File: config.mk
export PLATFORM = sky130hd
export DESIGN_NAME = irq_fanout_ctl
export DESIGN_NICKNAME = d
export VERILOG_FILES = /design/src/rtl/irq_fanout_pkg.sv /design/src/rtl/irq_regport.sv /design/src/rtl/irq_src_state.sv /design/src/rtl/irq_lowest_pick.sv /design/src/rtl/irq_fanout_ctl.sv
export SDC_FILE = /design/constraint.sdc
export NUM_CORES = 1
export LEC_CHECK = 0
export ABC_CLOCK_PERIOD_IN_PS = 3550
export BUFFER_PORTS_ARGS = -buffer_cell sky130_fd_sc_hd__buf_2
export CAP_MARGIN = 5
export CORE_UTILIZATION = 45
export CTS_CLUSTER_DIAMETER = 60
export CTS_CLUSTER_SIZE = 40
export DETAILED_ROUTE_END_ITERATION = 8
export GPL_ROUTABILITY_DRIVEN = 1
export PLACE_DENSITY = 0.74
export SYNTH_ARGS = -nofsm -noshare
export SYNTH_HDL_FRONTEND = slang
export SYNTH_SLANG_ARGS = --single-unit
export TNS_END_PERCENT = 50
File: constraint.sdc
create_clock -name clk -period 3.55 [get_ports clk]
set_input_delay 0.5325 -clock clk [delete_from_list [all_inputs] [get_ports clk]]
set_output_delay 0.5325 -clock clk [all_outputs]
set_load 0.01 [all_outputs]
File: src/rtl/irq_fanout_pkg.sv
package irq_fanout_pkg;
  localparam int IDX_W = 10;
  localparam logic [IDX_W-1:0] IDLE_CODE = 10'd1023;

  localparam logic [11:0] OFS_CTRL     = 12'h000;
  localparam logic [11:0] OFS_EN_SET   = 12'h030;
  localparam logic [11:0] OFS_EN_CLR   = 12'h034;
  localparam logic [11:0] OFS_ACK      = 12'h044;
  localparam logic [11:0] OFS_MSK_SET  = 12'h048;
  localparam logic [11:0] OFS_MSK_CLR  = 12'h04C;
  localparam logic [11:0] OFS_RT_BASE  = 12'h100;

  typedef enum logic [1:0] {
    RSEL_ZERO,
    RSEL_CTRL,
    RSEL_ROUTE,
    RSEL_ACK
  } rsel_e;

  typedef struct packed {
    logic             en_set;
    logic             en_clr;
    logic             msk_set;
    logic             msk_clr;
    logic             rt_wr;
    logic [IDX_W-1:0] idx;
    logic [1:0]       cpu;
    logic [3:0]       rt_val;
  } reg_cmd_t;
endpackage

File: src/rtl/irq_regport.sv
module irq_regport
  import irq_fanout_pkg::*;
#(
  parameter int NUM_SRC = 64,
  parameter int ADDR_W  = 12,
  parameter int DATA_W  = 32
) (
  input  logic              clk,
  input  logic              rst_n,
  input  logic              req_valid,
  output logic              req_ready,
  input  logic              req_write,
  input  logic              req_bank,
  input  logic [1:0]        req_cpu,
  input  logic [ADDR_W-1:0] req_addr,
  input  logic [DATA_W-1:0] req_wdata,
  output logic              rsp_valid,
  input  logic              rsp_ready,
  output logic [DATA_W-1:0] rsp_rdata,
  output reg_cmd_t          cmd,
  output rsel_e             rsel,
  input  logic [DATA_W-1:0] rd_data
);
  logic              take;
  logic              is_wr;
  logic              is_rd;
  logic [ADDR_W-1:0] rt_rel;
  logic              rt_hit;
  logic [IDX_W-1:0]  rt_idx;

  assign req_ready = !rsp_valid || rsp_ready;
  assign take      = req_valid && req_ready;
  assign is_wr     = take && req_write;
  assign is_rd     = take && !req_write;

  assign rt_rel = req_addr - ADDR_W'(OFS_RT_BASE);
  assign rt_idx = rt_rel[IDX_W+1:2];
  assign rt_hit = !req_bank && (req_addr >= ADDR_W'(OFS_RT_BASE)) &&
                  (req_addr[1:0] == 2'b00) &&
                  (int'(rt_rel >> 2) < NUM_SRC);

  always_comb begin
    cmd         = '0;
    cmd.cpu     = req_cpu;
    cmd.rt_val  = req_wdata[3:0];
    cmd.idx     = rt_hit ? rt_idx : req_wdata[IDX_W-1:0];
    rsel        = RSEL_ZERO;
    if (is_wr) begin
      if (!req_bank) begin
        cmd.en_set = (req_addr == ADDR_W'(OFS_EN_SET));
        cmd.en_clr = (req_addr == ADDR_W'(OFS_EN_CLR));
        cmd.rt_wr  = rt_hit;
      end else begin
        cmd.msk_set = (req_addr == ADDR_W'(OFS_MSK_SET));
        cmd.msk_clr = (req_addr == ADDR_W'(OFS_MSK_CLR));
      end
    end
    if (!req_bank) begin
      if (req_addr == ADDR_W'(OFS_CTRL)) rsel = RSEL_CTRL;
      else if (rt_hit)                   rsel = RSEL_ROUTE;
    end else if (req_addr == ADDR_W'(OFS_ACK)) begin
      rsel = RSEL_ACK;
    end
  end

  always_ff @(posedge clk or negedge rst_n) begin
    if (!rst_n) begin
      rsp_valid <= 1'b0;
      rsp_rdata <= '0;
    end else if (is_rd) begin
      rsp_valid <= 1'b1;
      rsp_rdata <= rd_data;
    end else if (rsp_ready) begin
      rsp_valid <= 1'b0;
    end
  end

  AST_RSP_AFTER_READ: assert property (@(posedge clk) disable iff (!rst_n)
    is_rd |=> rsp_valid);
  AST_RSP_HOLD: assert property (@(posedge clk) disable iff (!rst_n)
    (rsp_valid && !rsp_ready) |=> (rsp_valid && $stable(rsp_rdata)));
endmodule

File: src/rtl/irq_src_state.sv
module irq_src_state
  import irq_fanout_pkg::*;
#(
  parameter int NUM_SRC  = 64,
  parameter int NUM_CPUS = 4,
  parameter int NUM_PC   = 29
) (
  input  logic                                 clk,
  input  logic                                 rst_n,
  input  reg_cmd_t                             cmd,
  output logic [NUM_SRC-1:0]                   en_q,
  output logic [NUM_CPUS-1:0][NUM_PC-1:0]      mask_q,
  output logic [NUM_SRC-1:0][NUM_CPUS-1:0]     route_q
);
  for (genvar n = 0; n < NUM_SRC; n++) begin : g_src
    logic hit;
    assign hit = (cmd.idx == IDX_W'(n));

    if (n < NUM_PC) begin : g_banked
      assign en_q[n] = 1'b0;
    end else begin : g_shared
      always_ff @(posedge clk or negedge rst_n) begin
        if (!rst_n)                    en_q[n] <= 1'b0;
        else if (cmd.en_set && hit)    en_q[n] <= 1'b1;
        else if (cmd.en_clr && hit)    en_q[n] <= 1'b0;
      end
      AST_EN_SET: assert property (@(posedge clk) disable iff (!rst_n)
        (cmd.en_set && hit) |=> en_q[n]);
      AST_EN_CLR: assert property (@(posedge clk) disable iff (!rst_n)
        (cmd.en_clr && hit && !cmd.en_set) |=> !en_q[n]);
    end

    always_ff @(posedge clk or negedge rst_n) begin
      if (!rst_n)                 route_q[n] <= '0;
      else if (cmd.rt_wr && hit)  route_q[n] <= cmd.rt_val[NUM_CPUS-1:0];
    end
  end

  for (genvar c = 0; c < NUM_CPUS; c++) begin : g_cpu
    for (genvar n = 0; n < NUM_PC; n++) begin : g_bit
      logic mine;
      assign mine = (cmd.cpu == 2'(c)) && (cmd.idx == IDX_W'(n));
      always_ff @(posedge clk or negedge rst_n) begin
        if (!rst_n)                    mask_q[c][n] <= 1'b1;
        else if (cmd.msk_set && mine)  mask_q[c][n] <= 1'b1;
        else if (cmd.msk_clr && mine)  mask_q[c][n] <= 1'b0;
      end
      AST_MASK_SET: assert property (@(posedge clk) disable iff (!rst_n)
        (cmd.msk_set && mine) |=> mask_q[c][n]);
      AST_MASK_OTHER_CPU: assert property (@(posedge clk) disable iff (!rst_n)
        (cmd.cpu != 2'(c)) |=> $stable(mask_q[c][n]));
    end
  end
endmodule

File: src/rtl/irq_lowest_pick.sv
module irq_lowest_pick
  import irq_fanout_pkg::*;
#(
  parameter int NUM_SRC = 64
) (
  input  logic                 clk,
  input  logic                 rst_n,
  input  logic [NUM_SRC-1:0]   qual,
  output logic                 any,
  output logic [IDX_W-1:0]     idx
);
  always_comb begin
    idx = IDLE_CODE;
    for (int n = NUM_SRC - 1; n >= 0; n--) begin
      if (qual[n]) idx = IDX_W'(n);
    end
  end
  assign any = |qual;

  for (genvar n = 0; n < NUM_SRC; n++) begin : g_chk
    AST_ACK_PENDING: assert property (@(posedge clk) disable iff (!rst_n)
      (idx == IDX_W'(n)) |-> qual[n]);
    AST_ACK_LOWEST: assert property (@(posedge clk) disable iff (!rst_n)
      qual[n] |-> (idx <= IDX_W'(n)));
  end
  AST_ACK_IDLE: assert property (@(posedge clk) disable iff (!rst_n)
    (qual == '0) |-> (idx == IDLE_CODE));
endmodule

File: src/rtl/irq_fanout_ctl.sv
module irq_fanout_ctl
  import irq_fanout_pkg::*;
#(
  parameter int NUM_CPUS  = 4,
  parameter int NUM_SRC   = 64,
  parameter int PCPU_LAST = 28,
  parameter int ADDR_W    = 12,
  parameter int DATA_W    = 32
) (
  input  logic                            clk,
  input  logic                            rst_n,
  input  logic                            req_valid,
  output logic                            req_ready,
  input  logic                            req_write,
  input  logic                            req_bank,
  input  logic [1:0]                      req_cpu,
  input  logic [ADDR_W-1:0]               req_addr,
  input  logic [DATA_W-1:0]               req_wdata,
  output logic                            rsp_valid,
  input  logic                            rsp_ready,
  output logic [DATA_W-1:0]               rsp_rdata,
  input  logic [NUM_CPUS*(PCPU_LAST+1)-1:0] pc_level_i,
  input  logic [NUM_SRC-PCPU_LAST-2:0]    glb_level_i,
  output logic [NUM_CPUS-1:0]             irq_o
);
  localparam int NUM_PC  = PCPU_LAST + 1;
  localparam int NUM_GLB = NUM_SRC - NUM_PC;

  reg_cmd_t                              cmd;
  rsel_e                                 rsel;
  logic [DATA_W-1:0]                     rd_data;
  logic [NUM_SRC-1:0]                    en_q;
  logic [NUM_CPUS-1:0][NUM_PC-1:0]       mask_q;
  logic [NUM_SRC-1:0][NUM_CPUS-1:0]      route_q;
  logic [NUM_CPUS-1:0][NUM_SRC-1:0]      qual;
  logic [NUM_CPUS-1:0][IDX_W-1:0]        ack;

  irq_regport #(.NUM_SRC(NUM_SRC), .ADDR_W(ADDR_W), .DATA_W(DATA_W)) u_port (
    .clk(clk), .rst_n(rst_n),
    .req_valid(req_valid), .req_ready(req_ready), .req_write(req_write),
    .req_bank(req_bank), .req_cpu(req_cpu), .req_addr(req_addr),
    .req_wdata(req_wdata), .rsp_valid(rsp_valid), .rsp_ready(rsp_ready),
    .rsp_rdata(rsp_rdata), .cmd(cmd), .rsel(rsel), .rd_data(rd_data)
  );

  irq_src_state #(.NUM_SRC(NUM_SRC), .NUM_CPUS(NUM_CPUS), .NUM_PC(NUM_PC)) u_state (
    .clk(clk), .rst_n(rst_n), .cmd(cmd),
    .en_q(en_q), .mask_q(mask_q), .route_q(route_q)
  );

  for (genvar c = 0; c < NUM_CPUS; c++) begin : g_cpu
    for (genvar n = 0; n < NUM_SRC; n++) begin : g_q
      if (n < NUM_PC) begin : g_banked
        assign qual[c][n] = pc_level_i[c*NUM_PC+n] && !mask_q[c][n];
      end else begin : g_shared
        assign qual[c][n] = glb_level_i[n-NUM_PC] && en_q[n] && route_q[n][c];
      end
    end
    irq_lowest_pick #(.NUM_SRC(NUM_SRC)) u_pick (
      .clk(clk), .rst_n(rst_n), .qual(qual[c]),
      .any(irq_o[c]), .idx(ack[c])
    );
  end

  always_comb begin
    logic [IDX_W-1:0]    ack_sel;
    logic [NUM_CPUS-1:0] rt_sel;
    ack_sel = IDLE_CODE;
    rt_sel  = '0;
    for (int c = 0; c < NUM_CPUS; c++) begin
      if (cmd.cpu == 2'(c)) ack_sel = ack[c];
    end
    for (int n = 0; n < NUM_SRC; n++) begin
      if (cmd.idx == IDX_W'(n)) rt_sel = route_q[n];
    end
    rd_data = '0;
    case (rsel)
      RSEL_CTRL:  rd_data = DATA_W'({IDX_W'(NUM_SRC), 2'b00});
      RSEL_ROUTE: rd_data = DATA_W'(rt_sel);
      RSEL_ACK:   rd_data = DATA_W'(ack_sel);
      default:    rd_data = '0;
    endcase
  end

  if (NUM_GLB < 1 || NUM_CPUS > 4 || ADDR_W < 12) begin : g_bad_cfg
    initial $error("irq_fanout_ctl: unsupported parameter set");
  end
endmodule

==> flow_metrics.tcl <==
set metrics [dict create \
    synthFlopType "dfrtp_1" \
    cp.arrival_ns 4.01 \
    synth_compound_area_frac 0.209 \
    cts_buffers 38 \
    setup_violations 0 \
    core_area_mm2 0.0566 \
    r2r_end "u_port.rsp_rdata[1]$_DFFE_PN0P_" \
    clockBufferDepth 3 \
    powerDensity_mw_per_mm2 325 \
    die_height_um 242 \
    ys_types 99 \
    io-pin-count 241 \
    grt_pass1_vias 25400 \
    wire_per_inst_um 26.9 \
    ant_nets 0 \
    syn2layout_area_growth_pct 22.8 \
    wl_um 112000 \
    cp_max_fo 11 \
    initial_utilization 0.456 \
    synth_top_family_by_area "simple AND/OR/NAND/NOR gates" \
    timing.fmax_mhz 289 \
    numPortBuffers 196 \
    fp-row-count 87 \
    status "finished, final reports clean" \
    ys_ff_latch 416 \
    worstRegToRegCells 11 \
    tightest_slew_ns 1.07 \
    min_path_type "in2reg" \
    cp-start-kind "input pin" \
    grt_setup_unrepaired "false" \
    dieArea_mm2 0.0584 \
    maxCapViolations 0 \
    grt_pass1_wl_um 166000 \
    synthSimpleGateAreaFrac 0.216 \
    skew_ns 0.0545 \
    cts.sinks 416 \
    drt_iter0_drc 3956 \
    critical_path_required_ns 4.10 \
    synthTopCellsByArea "dfrtp_1 29%, dfstp_2 12%, mux2_2 10%" \
    yosysMostFrequentCell "o21ai_0" \
    vias_per_cell 6.45 \
    ir_worst_vdd_mv 0.347 \
    final_util 0.560 \
    leakagePower_uw 0.0144 \
    hpwlAfterDp_um 89200 \
    synth_warnings 0 \
    cts_tree "built" \
    cp-endpoint "u_port.rsp_rdata[2]$_DFFE_PN0P_" \
    synth_edf_count 0 \
    clockRootBuffer "clkbuf_16" \
    stdcell_area_mm2 0.0317 \
    hold_viol 0 \
    antenna_found_initial 5 \
    grt_use_total 0.379 \
    multi_input_area_mm2 0.0143 \
    ys_async_sr_fraction 1.00 \
    r2r_setup_slack_ns 0.29 \
    crit_path_end_kind "register" \
    netlist_instances 2906 \
    synth-xor-area-share 0.000678 \
    cts.clk_slew.worst_paths_ns 0.10 \
    post-route-period-util 0.974 \
    dr.pass1.iters 6 \
    min_period_ns 3.46 \
    drc 0 \
    syn_area_mm2 0.0258 \
    nets 3600 \
    die_width_um 242 \
    drive_above_1_share 0.314 \
    path_class "in2reg" \
    yosysSeqAreaShare 0.409 \
    synth_top_area_frac 0.291 \
    slew_viol_final 0 \
    clk_latency_ns 0.61 \
    gp_congestion 1.12 \
    cts.htree.levels 2 \
    slew-limit-headroom 0.284 \
    grt_max_degree 81 \
    synth_top_area_cell "dfrtp_1" \
    synthAdderAreaFrac 0.00145 \
    r2r-start "u_state.mask_q[47]$_DFFE_PN1P_" \
    seqCellArea_mm2 0.0106 \
    grt_overflow 0 \
    fillCellCount 5211 \
    synthTopCellsByCount "400 x o21ai_0, 300 x dfrtp_1, 257 x nand2_1" \
    vias 27000 \
    placed_area_mm2 0.0303 \
    synth_mux_area_frac 0.120 \
    crit_path_start "req_addr[8]" \
    syn-mean-instance-area_um2 8.89 \
]
repair_timing:
item,4_1_cts,5_1_grt
pin swaps,0,2
endpoints found under the setup margin,1,3
hold buffers,1,0
resized for setup,1,4
setup buffers,0,1
endpoints found under the hold margin,53,0
routing by layer:
layer | share of wire | GRT usage
met2 | 0.42 | 0.550
met4 | 0.051 | 0.167
met1 | 0.40 | 0.524
met3 | 0.13 | 0.106
met5 | 0.00038 | 0
power breakdown:
part / total [uW] / internal (uW) / switching [uW] / leakage, uW
sequential: 4750 / 4750 / 1.94 / 0.00525
combinational: 1010 / 340 / 668 / 0.00843
clock: 4560 / 2400 / 2160 / 0.000669
flip-flops by register name, summed over array words and instances, names as in the netlist:
| signal | count |
|---|---|
| u_state.mask_q | 116 |
| u_port.rsp_rdata | 8 |
| u_state.route_q | 256 |
| u_state.en_q | 35 |
| u_port.rsp_valid | 1 |
cell families (layout without fill, tap and decap cells):
logic type / count (synthesis) / count (layout)
AOI/OAI and AO/OA: 871 / 871
xor gates and xnor gates: 2 / 2
adders and majority gates: 3 / 3
buffers and inverters: 246 / 743
DFF: 416 / 416
muxes: 271 / 271
other: 1 / 24
and+or+nand+nor: 1096 / 1096
layout by cell type, fill, tap and decap left out, drive strengths merged, types with 8 or more instances in the layout:
master	netlist	routed
dfstp	116	116
o2111ai	15	15
nand2b	94	94
conb	1	22
and4	8	8
nor3	71	71
o211ai	28	28
and2	23	23
clkbuf	108	45
o221ai	12	12
buf	70	604
a211oi	17	17
o31ai	16	16
nor2	199	199
o22ai	25	25
a221o	11	11
a31oi	69	69
nand3	182	182
a22oi	20	20
o21ai	410	410
o21a	8	8
inv	68	75
and3	37	37
a41oi	9	9
nand4	48	48
nor4	33	33
or2	14	14
or3	11	11
mux2i	38	38
a21oi	118	118
clkinv	0	14
nor2b	76	76
a2111oi	15	15
mux2	232	232
dfrtp	300	300
a311oi	8	8
nand2	258	258
stage by stage:
step / TNS, ns / setup WS (ns) / power, uW / cells / hold WS [ns]
after floorplan: 0 / 0.0248 / 5240 / 2927 / 0.237
after global placement: -1.41 / -0.442 / 5810 / 4108 / 0.467
after detailed placement: -2.33 / -0.496 / 5810 / 4108 / 0.474
after CTS: 0 / 0.0281 / 10300 / 4179 / 0.305
after global routing: 0 / 0.00211 / 10600 / 4180 / 0.346
final: 0 / 0.0908 / 10300 / 4182 / 0.328
critical path: stages:
cell and delay [ns]:
buf_2 0.12, inv_1 0.06, ha_1 0.21, xnor2_1 0.32
and4_1 0.31, buf_12 0.17, mux2i_4 0.41, buf_4 0.28
a21oi_1 0.10, o21ai_0 0.32, nand4_1 0.23, a31o_1 0.32
a41oi_1 0.31, buf_4 0.20, nor3_1 0.04, nand2_1 0.06
area by class of cell:
cell class	count	share of cell area
antenna	2	0.000158
clock buffer	45	0.0335
inverter	68	0.00805
multi-input combinational	2265	0.450
timing repair buffer	605	0.136
clock inverter	25	0.0101
tap	756	0.0298
sequential	416	0.333
worst min path at each step:
| stage | to | cells past startpoint | startpoint | slack (ns) |
|---|---|---|---|---|
| 2_1_floorplan | u_port.rsp_rdata[0]$_DFFE_PN0P_ | 0 | rst_n | 0.24 |
| 3_3_place_gp | u_state.route_q[84]$_DFFE_PN0P_ | 2 | u_state.route_q[84]$_DFFE_PN0P_ | 0.47 |
| 3_5_place_dp | u_state.mask_q[28]$_DFFE_PN1P_ | 2 | u_state.mask_q[28]$_DFFE_PN1P_ | 0.47 |
| 4_1_cts | u_port.rsp_rdata[8]$_DFFE_PN0P_ | 4 | req_write | 0.30 |
| 5_1_grt | u_port.rsp_rdata[8]$_DFFE_PN0P_ | 4 | req_write | 0.35 |
| 6_report | u_port.rsp_rdata[8]$_DFFE_PN0P_ | 4 | req_write | 0.33 |
No activity file was read; power rests on OpenSTA's default activity.
